### config.mk
export PLATFORM = sky130hd
export DESIGN_NAME = rx_drain_seq
export DESIGN_NICKNAME = d
export VERILOG_FILES = /design/src/rtl/rx_drain_seq.sv
export SDC_FILE = /design/constraint.sdc
export NUM_CORES = 1
export LEC_CHECK = 0
export BUFFER_PORTS_ARGS = -buffer_cell sky130_fd_sc_hd__buf_4
export CORE_MARGIN = 3
export CORE_UTILIZATION = 60
export DETAILED_ROUTE_END_ITERATION = 12
export GPL_TIMING_DRIVEN = 0
export PLACE_DENSITY = 0.87
export SYNTH_ARGS = -nofsm -noshare
export SYNTH_HDL_FRONTEND = slang
export SYNTH_SLANG_ARGS = --single-unit
export TNS_END_PERCENT = 20
### constraint.sdc
create_clock -name clk -period 4.5 [get_ports clk]
set_clock_uncertainty 0.2 [all_clocks]
set_input_delay 0.225 -clock clk [delete_from_list [all_inputs] [get_ports clk]]
set_output_delay 0.225 -clock clk [all_outputs]
set_load 0.01 [all_outputs]
### src/rtl/rx_drain_seq.sv
module rx_drain_seq #(
  parameter int unsigned BUF_BYTES = 2048,
  parameter logic [15:0] SIZE_REG  = 16'h0026,
  parameter logic [15:0] PTR_REG   = 16'h0028,
  parameter logic [15:0] CMD_REG   = 16'h0001,
  parameter logic [7:0]  RECV_CMD  = 8'h40
) (
  input  logic        clk,
  input  logic        rst_n,
  input  logic        start,
  output logic        done,
  output logic        req,
  output logic        req_wr,
  output logic        req_buf,
  output logic [15:0] req_addr,
  output logic [7:0]  req_wdata,
  input  logic        gnt,
  input  logic [7:0]  gnt_rdata,
  output logic [7:0]  out_data,
  output logic        out_valid,
  input  logic        out_ready
);
  localparam logic [15:0] MASK = 16'(BUF_BYTES - 1);

  typedef enum logic [3:0] {IDLE, SZ_H, SZ_L, RP_H, RP_L, DRAIN, WP_H, WP_L, CMD} st_t;
  st_t st;

  logic [7:0]  hi;
  logic [15:0] prev, size, ptr, cnt;
  logic        have_prev;

  wire         fire    = req && gnt;
  wire  [15:0] rd16    = {hi, gnt_rdata};
  wire  [15:0] new_ptr = ptr + size;

  assign req     = (st != IDLE) && (st != DRAIN || (cnt != size && !out_valid));
  assign req_wr  = (st == WP_H) || (st == WP_L) || (st == CMD);
  assign req_buf = (st == DRAIN);

  always_comb begin
    req_addr  = 16'h0;
    req_wdata = 8'h0;
    case (st)
      SZ_H:  req_addr = SIZE_REG;
      SZ_L:  req_addr = SIZE_REG + 16'd1;
      RP_H:  req_addr = PTR_REG;
      RP_L:  req_addr = PTR_REG + 16'd1;
      DRAIN: req_addr = (ptr + cnt) & MASK;
      WP_H:  begin req_addr = PTR_REG;         req_wdata = new_ptr[15:8]; end
      WP_L:  begin req_addr = PTR_REG + 16'd1; req_wdata = new_ptr[7:0];  end
      CMD:   begin req_addr = CMD_REG;         req_wdata = RECV_CMD;      end
      default: ;
    endcase
  end

  always_ff @(posedge clk) begin
    if (!rst_n) begin
      st <= IDLE; done <= 1'b0; out_valid <= 1'b0; out_data <= 8'h0;
      hi <= 8'h0; prev <= 16'h0; size <= 16'h0; ptr <= 16'h0; cnt <= 16'h0;
      have_prev <= 1'b0;
    end else begin
      done <= 1'b0;
      if (out_valid && out_ready) out_valid <= 1'b0;
      case (st)
        IDLE: if (start) begin have_prev <= 1'b0; cnt <= 16'h0; st <= SZ_H; end
        SZ_H: if (fire) begin hi <= gnt_rdata; st <= SZ_L; end
        SZ_L: if (fire) begin
          if (have_prev && rd16 == prev) begin
            size <= rd16;
            if (rd16 == 16'h0) begin done <= 1'b1; st <= IDLE; end
            else st <= RP_H;
          end else begin
            prev <= rd16; have_prev <= 1'b1; st <= SZ_H;
          end
        end
        RP_H: if (fire) begin hi <= gnt_rdata; st <= RP_L; end
        RP_L: if (fire) begin ptr <= rd16; st <= DRAIN; end
        DRAIN:
          if (fire) begin
            out_data <= gnt_rdata; out_valid <= 1'b1; cnt <= cnt + 16'd1;
          end else if (cnt == size && !out_valid) st <= WP_H;
        WP_H: if (fire) st <= WP_L;
        WP_L: if (fire) st <= CMD;
        CMD:  if (fire) begin done <= 1'b1; st <= IDLE; end
        default: st <= IDLE;
      endcase
    end
  end

  p_quiet_reset_r1: assert property (@(posedge clk) $past(!rst_n) |-> !done && !req && !out_valid);
  p_req_hold_r8: assert property (@(posedge clk) disable iff (!rst_n)
    req && !gnt |=> req && $stable(req_addr) && $stable(req_wr) && $stable(req_buf));
  p_buf_range_r8: assert property (@(posedge clk) disable iff (!rst_n)
    req && req_buf |-> req_addr < 16'(BUF_BYTES));
  p_out_hold_r6: assert property (@(posedge clk) disable iff (!rst_n)
    out_valid && !out_ready |=> out_valid && $stable(out_data));
  p_no_fetch_pending_r6: assert property (@(posedge clk) disable iff (!rst_n)
    req && req_buf |-> !out_valid);
  p_cmd_value_r7: assert property (@(posedge clk) disable iff (!rst_n)
    req && req_wr && req_addr == CMD_REG |-> req_wdata == RECV_CMD);
  p_done_after_grant_r7: assert property (@(posedge clk) disable iff (!rst_n)
    done |-> $past(gnt && !req_buf && (req_wr ? req_addr == CMD_REG : req_addr == SIZE_REG + 16'd1)));
endmodule

==> impl_metrics.py, run 1 <==
metrics = {
    "route": {
        "wl_met3_um": 924,
        "route.detailed.drc": 0,
        "routed_wl_mm": 13.05,
        "drt_iter0_markers": 267,
        "via_per_inst": 5.901,
        "wl_per_cell_um": 17.22,
        "wl_met2_mm": 6.178,
        "highest_layer": "met4",
        "via_count": 4473,
        "met1_length_mm": 5.552,
        "ant_nets": 0,
        "first_pass_iters": 5,
    },
    "final_layout": {
        "num_antenna_cells": 0,
        "fillCellCount": 645,
        "multi_input_area_sq_um": 3342,
        "finalNetCount": 689,
        "finish.instance_area_sq_um": 5954,
        "area_delta_synth_final_pct": 12.35,
        "utilization": 0.7104,
        "seq_area_sq_um": 1742,
        "drive_above_1_share": 0.1118,
    },
    "synthesis": {
        "ys.flop_type": "dfxtp_1",
        "synth.most_common_cell": "dfxtp_1",
        "avgSynthCellArea_sq_um": 8.893,
        "yosys-top-cells-area": "dfxtp_1, mux2i_1, nor2b_1",
        "ys_seq_area_frac": 0.3286,
        "synth_edf_count": 0,
        "synth_cells": 596,
        "syn_area_sq_um": 5300,
        "yosys-top-cells-count": "dfxtp_1, nor2b_1, mux2i_1",
        "async_flop_share": 0,
        "yosysTopAreaCellShare": 0.3286,
        "synth_area_leader_cell": "dfxtp_1",
        "yosysWarnings": 0,
        "postSynthRegisterBits": 87,
        "yosys.cell_types.count": 51,
    },
    "critical_path": {
        "cp.arrival_ns": 3.19,
        "r2r_slack_ns": 1.81,
        "worstSetupEndpointType": "output pin",
        "cpPeakStageDelay_ns": 0.43,
        "cp_max_fo": 3,
        "path_cells": "ha_1 -> fa_1 -> a211oi_1 -> o21bai_1 -> a31o_2 -> a211oi_1 -> o21bai_1 -> a21o_1 -> xnor2_1 -> o22ai_1 -> buf_4",
        "start_kind": "flip-flop",
        "crit_path_top_delay_cell": "fa_1",
        "worstPathRequired_ns": 4.07,
        "critPathKind": "reg -> out",
    },
    "floorplan": {
        "initial_core_util": 0.6323,
        "die_area_sq_um": 9997,
        "die_h_um": 99.99,
        "core_area_sq_um": 8382,
        "std_cell_rows": 33,
        "die_x_um": 99.99,
        "ios": 50,
    },
    "grt": {
        "overflow": 0,
        "grtUsageTotal": 0.2633,
        "grt_pass1_wl_mm": 20.87,
        "antenna_found_initial": 0,
        "grt_pass1_vias": 4281,
        "grt_max_degree": 17,
    },
    "pwr": {
        "ir_drop_mv": 0.2150,
        "p_leak_nw": 2.458,
        "power_density_nw_per_um2": 292.3,
        "p_total_mw": 1.741,
    },
    "placement": {
        "dp_hpwl_mm": 9.888,
        "portBuffers": 35,
        "gp_congestion": 1.031,
        "place_area_sq_um": 5709,
    },
    "status": {
        "status": "finished, final reports clean",
    },
    "timing": {
        "fin_crit_ns": 3.610,
        "timing.final.max_slew_violations": 0,
        "worst_pin_slew_ns": 0.6198,
        "fin_crit_sh": 0.8023,
        "tns_ns": 0,
        "setup_viol": 0,
        "rsz0062_at_grt": "false",
        "hold_violations": 0,
        "slew-limit-headroom": 0.5833,
        "max_freq_mhz": 277.0,
    },
    "cts": {
        "cts_inserted_buffers": 9,
        "cts_tree": "done",
        "cts.path.max_buffers": 2,
        "clockRootBuffer": "clkbuf_8",
        "htree_levels": 3,
        "clk_latency_ns": 0.37,
        "cts.sinks": 87,
        "cts_setup_buffers": 0,
        "clkTransAtPathRegs_ns": 0.10,
    },
    "flow_run": {
        "cap_viol_max_count": 0,
    },
    "min_path": {
        "hold_path.class": "in -> reg",
    },
}
cell families after synthesis:
logic type / share of synthesized area
AO/OA/AOI/OAI: 0.09325
XOR/XNOR: 0.1140
adder cells (fa/ha/maj): 0.06893
buffers and inverters: 0.04367
flip-flops: 0.3286
multiplexers: 0.1246
other: 0.0007075
AND/OR/NAND/NOR: 0.2262
power breakdown:
| group | internal [mW] | leakage (nW) | switching, mW | total [mW] |
|---|---|---|---|---|
| Combinational | 0.126 | 1.64 | 0.180 | 0.306 |
| Clock | 0.319 | 0.112 | 0.301 | 0.621 |
| Sequential | 0.788 | 0.702 | 0.0250 | 0.813 |
| Total | 1.23 | 2.46 | 0.506 | 1.74 |
path summary, 6_finish.rpt:
check                from  depth (start not counted)           end
max               size[0]                         11  req_wdata[4]
max reg2reg         st[0]                          9         st[0]
min reg2reg     have_prev                          2     have_prev
min          gnt_rdata[7]                          3       prev[7]
cell type report:
class | instances | area share
flip-flops and latches | 87 | 0.2925
well taps | 105 | 0.02206
inverters | 12 | 0.007565
repair buffers | 37 | 0.04749
clock inverters | 7 | 0.01702
clock buffers | 9 | 0.02080
multi-input cells | 462 | 0.5613
plain buffers | 39 | 0.03131
registers in the layout, indices dropped and copies added, names as in the netlist:
| register | cells |
|---|---|
| cnt | 16 |
| done | 1 |
| have_prev | 1 |
| hi | 8 |
| out_data | 8 |
| out_valid | 1 |
| prev | 16 |
| ptr | 16 |
| size | 16 |
| st | 4 |
worst max-delay path: cells and delay by family (launching register included):
| kind | cells | cell delay, ns |
|---|---|---|
| compound gates | 7 | 1.52 |
| fa+ha+maj | 2 | 0.66 |
| xor+xnor | 1 | 0.13 |
| flops | 1 | 0.35 |
| buf+inv | 1 | 0.16 |
what timing repair did:
action | 4_1_cts | 5_1_grt
hold buffers | 2 | 0
endpoints found under the hold margin | 2 | 0
gates resized for setup | 0 | 0
layout by cell type, fill, tap and decap left out, types with 25 or more instances in the layout:
master and instances:
dfxtp_1 87, ha_1 26, nor2_1 41, nor2b_1 74
mux2i_1 66, xnor2_1 51, nand2_1 28, buf_4 42
a21oi_1 25, clkbuf_1 26
metal layers:
| layer | up-vias | global-route usage |
|---|---|---|
| li1 | 2154 | - |
| met1 | 2105 | 0.3374 |
| met2 | 180 | 0.4397 |
| met3 | 34 | 0.03961 |
| met4 | 0 | 0.1171 |
| met5 | - | 0 |
per-stage QoR:
stage / hold WS, ns / setup WS, ns / cells
after floorplan: 0.1509 / 1.578 / 600
after global placement: 0.2427 / 1.309 / 740
after detailed placement: 0.2435 / 1.277 / 740
after CTS: 0.09882 / 0.8837 / 758
after global routing: 0.1589 / 0.7320 / 758
final: 0.1056 / 0.8896 / 758
Power figures use the tool's default switching activity.
==> run 2: changes to the inputs <==
clock period = 3.7 ns   (was 4.5 ns; I/O delays follow)
==> impl_metrics.py, run 2 (same netlist as run 1, synthesis figures left out) <==
metrics = {
    "route": {
        "first_pass_iters": 5,
        "via_count": 4465,
        "route.detailed.drc": 0,
        "wl_per_cell_um": 17.20,
        "routed_wl_mm": 13.04,
        "drt_iter0_markers": 216,
        "via_per_inst": 5.891,
        "ant_nets": 0,
    },
    "pwr": {
        "sw_frac_of_total": 0.2908,
        "p_int_mw": 1.501,
        "p_leak_nw": 2.459,
        "power_switching_mw": 0.6155,
        "share_seq_of_total_power": 0.467,
        "combPwrFrac": 0.175,
        "p_clk_frac": 0.357,
        "p_total_mw": 2.117,
        "ir_drop_mv": 0.2615,
        "power_density_nw_per_um2": 355.2,
    },
    "final_layout": {
        "mostFrequentLayoutCells": "dfxtp_1, nor2b_1, mux2i_1, xnor2_1, buf_4",
        "num_antenna_cells": 0,
        "layout_commonest_cell": "dfxtp_1",
        "utilization": 0.7110,
        "finalNetCount": 689,
        "drive_above_1_share": 0.1133,
        "area_delta_synth_final_pct": 12.44,
    },
    "floorplan": {
        "std_cell_rows": 33,
        "die_x_um": 99.99,
        "die_h_um": 99.99,
        "die_area_sq_um": 9997,
        "ios": 50,
        "initial_core_util": 0.6323,
        "core_area_sq_um": 8382,
    },
    "timing": {
        "rsz0062_at_grt": "false",
        "fin_hold_ws_ns": 0.06419,
        "hold_violations": 0,
        "setup_slack_ns": 0.2264,
        "timing.final.max_slew_violations": 0,
        "worst_pin_slew_ns": 0.6319,
        "fin_crit_sh": 0.9388,
        "max_freq_mhz": 287.9,
        "slew-limit-headroom": 0.5752,
        "setup_viol": 0,
        "fin_crit_ns": 3.474,
        "tns_ns": 0,
    },
    "critical_path": {
        "cp_max_fo": 3,
        "critPathKind": "reg -> out",
        "worstSetupEndpointType": "output pin",
        "start_kind": "flip-flop",
        "worstPathRequired_ns": 3.31,
        "cp.arrival_ns": 3.09,
    },
    "flow_run": {
        "cap_viol_max_count": 0,
    },
    "cts": {
        "htree_levels": 3,
        "cts_setup_buffers": 0,
        "clk_latency_ns": 0.37,
        "cts_tree": "done",
        "clockRootBuffer": "clkbuf_8",
        "cts.path.max_buffers": 2,
        "cts_inserted_buffers": 9,
        "clkTransAtPathRegs_ns": 0.10,
        "cts.sinks": 87,
    },
    "placement": {
        "dpl_worst_slack_ns": 0.5167,
        "portBuffers": 35,
        "gp_congestion": 1.031,
        "dp_hpwl_mm": 9.888,
    },
    "grt": {
        "grt_pass1_wl_mm": 20.87,
        "antenna_found_initial": 0,
        "grtUsageTotal": 0.2633,
        "overflow": 0,
        "grt_pass1_vias": 4281,
        "grt_max_degree": 17,
    },
    "min_path": {
        "hold_path.class": "in -> reg",
    },
    "status": {
        "status": "finished, final reports clean",
    },
}
==> run 2: stage by stage <==
step	area [sq um]	cells
2_1_floorplan	5315	600
5_1_grt	5959	758
3_3_place_gp	5709	740
6_report	5959	758
3_5_place_dp	5709	740
4_1_cts	5954	758
==> run 2: critical path: stages (launching register included) <==
cell and delay, ns:
dfxtp_1 0.35, ha_1 0.24, fa_1 0.43, a211oi_1 0.27, o21bai_1 0.13, a31o_2 0.28
a211oi_2 0.27, o21bai_1 0.11, a21o_1 0.20, xnor2_1 0.13, o22ai_1 0.17, buf_4 0.16
==> run 2: layout make-up <==
class	instances	area [sq um]
plain buffers	39	186.4
clock buffers	9	123.9
clock inverters	7	101.3
fillers	643	2422
inverters	12	45.04
multi-input cells	462	3347
flip-flops and latches	87	1742
well taps	105	131.4
repair buffers	37	282.8
==> run 2: power groups by stage <==
stage | combinational [mW] | sequential (mW) | clock, mW
after floorplan | 0.257 | 1.00 | 0
after global placement | 0.353 | 1.01 | 0
after detailed placement | 0.361 | 1.01 | 0
after CTS | 0.366 | 0.989 | 0.756
after global routing | 0.404 | 0.993 | 0.792
final | 0.371 | 0.989 | 0.756
==> run 2: repair_timing <==
action                                  4_1_cts  5_1_grt
hold endpoints to repair                      2        0
endpoints found under the setup margin        0        1
resized for setup                             0        1
hold buffers                                  2        0
==> run 2: path summary, 6_finish.rpt <==
kind,from,to,slack (ns),cells past startpoint
worst min-delay path,gnt_rdata[7],prev[7],0.06,3
worst max register to register,hi[5],size[12],1.02,8
worst max-delay path,size[0],req_wdata[4],0.23,11
worst min register to register,have_prev,have_prev,0.26,2
==> run 2: routing by layer <==
| metal | track usage | part of all wire | vias up |
|---|---|---|---|
| li1 | - | - | 2155 |
| met1 | 0.3374 | 0.42 | 2093 |
| met2 | 0.4397 | 0.47 | 183 |
| met3 | 0.03961 | 0.073 | 34 |
| met4 | 0.1171 | 0.031 | 0 |
| met5 | 0 | 0 | - |
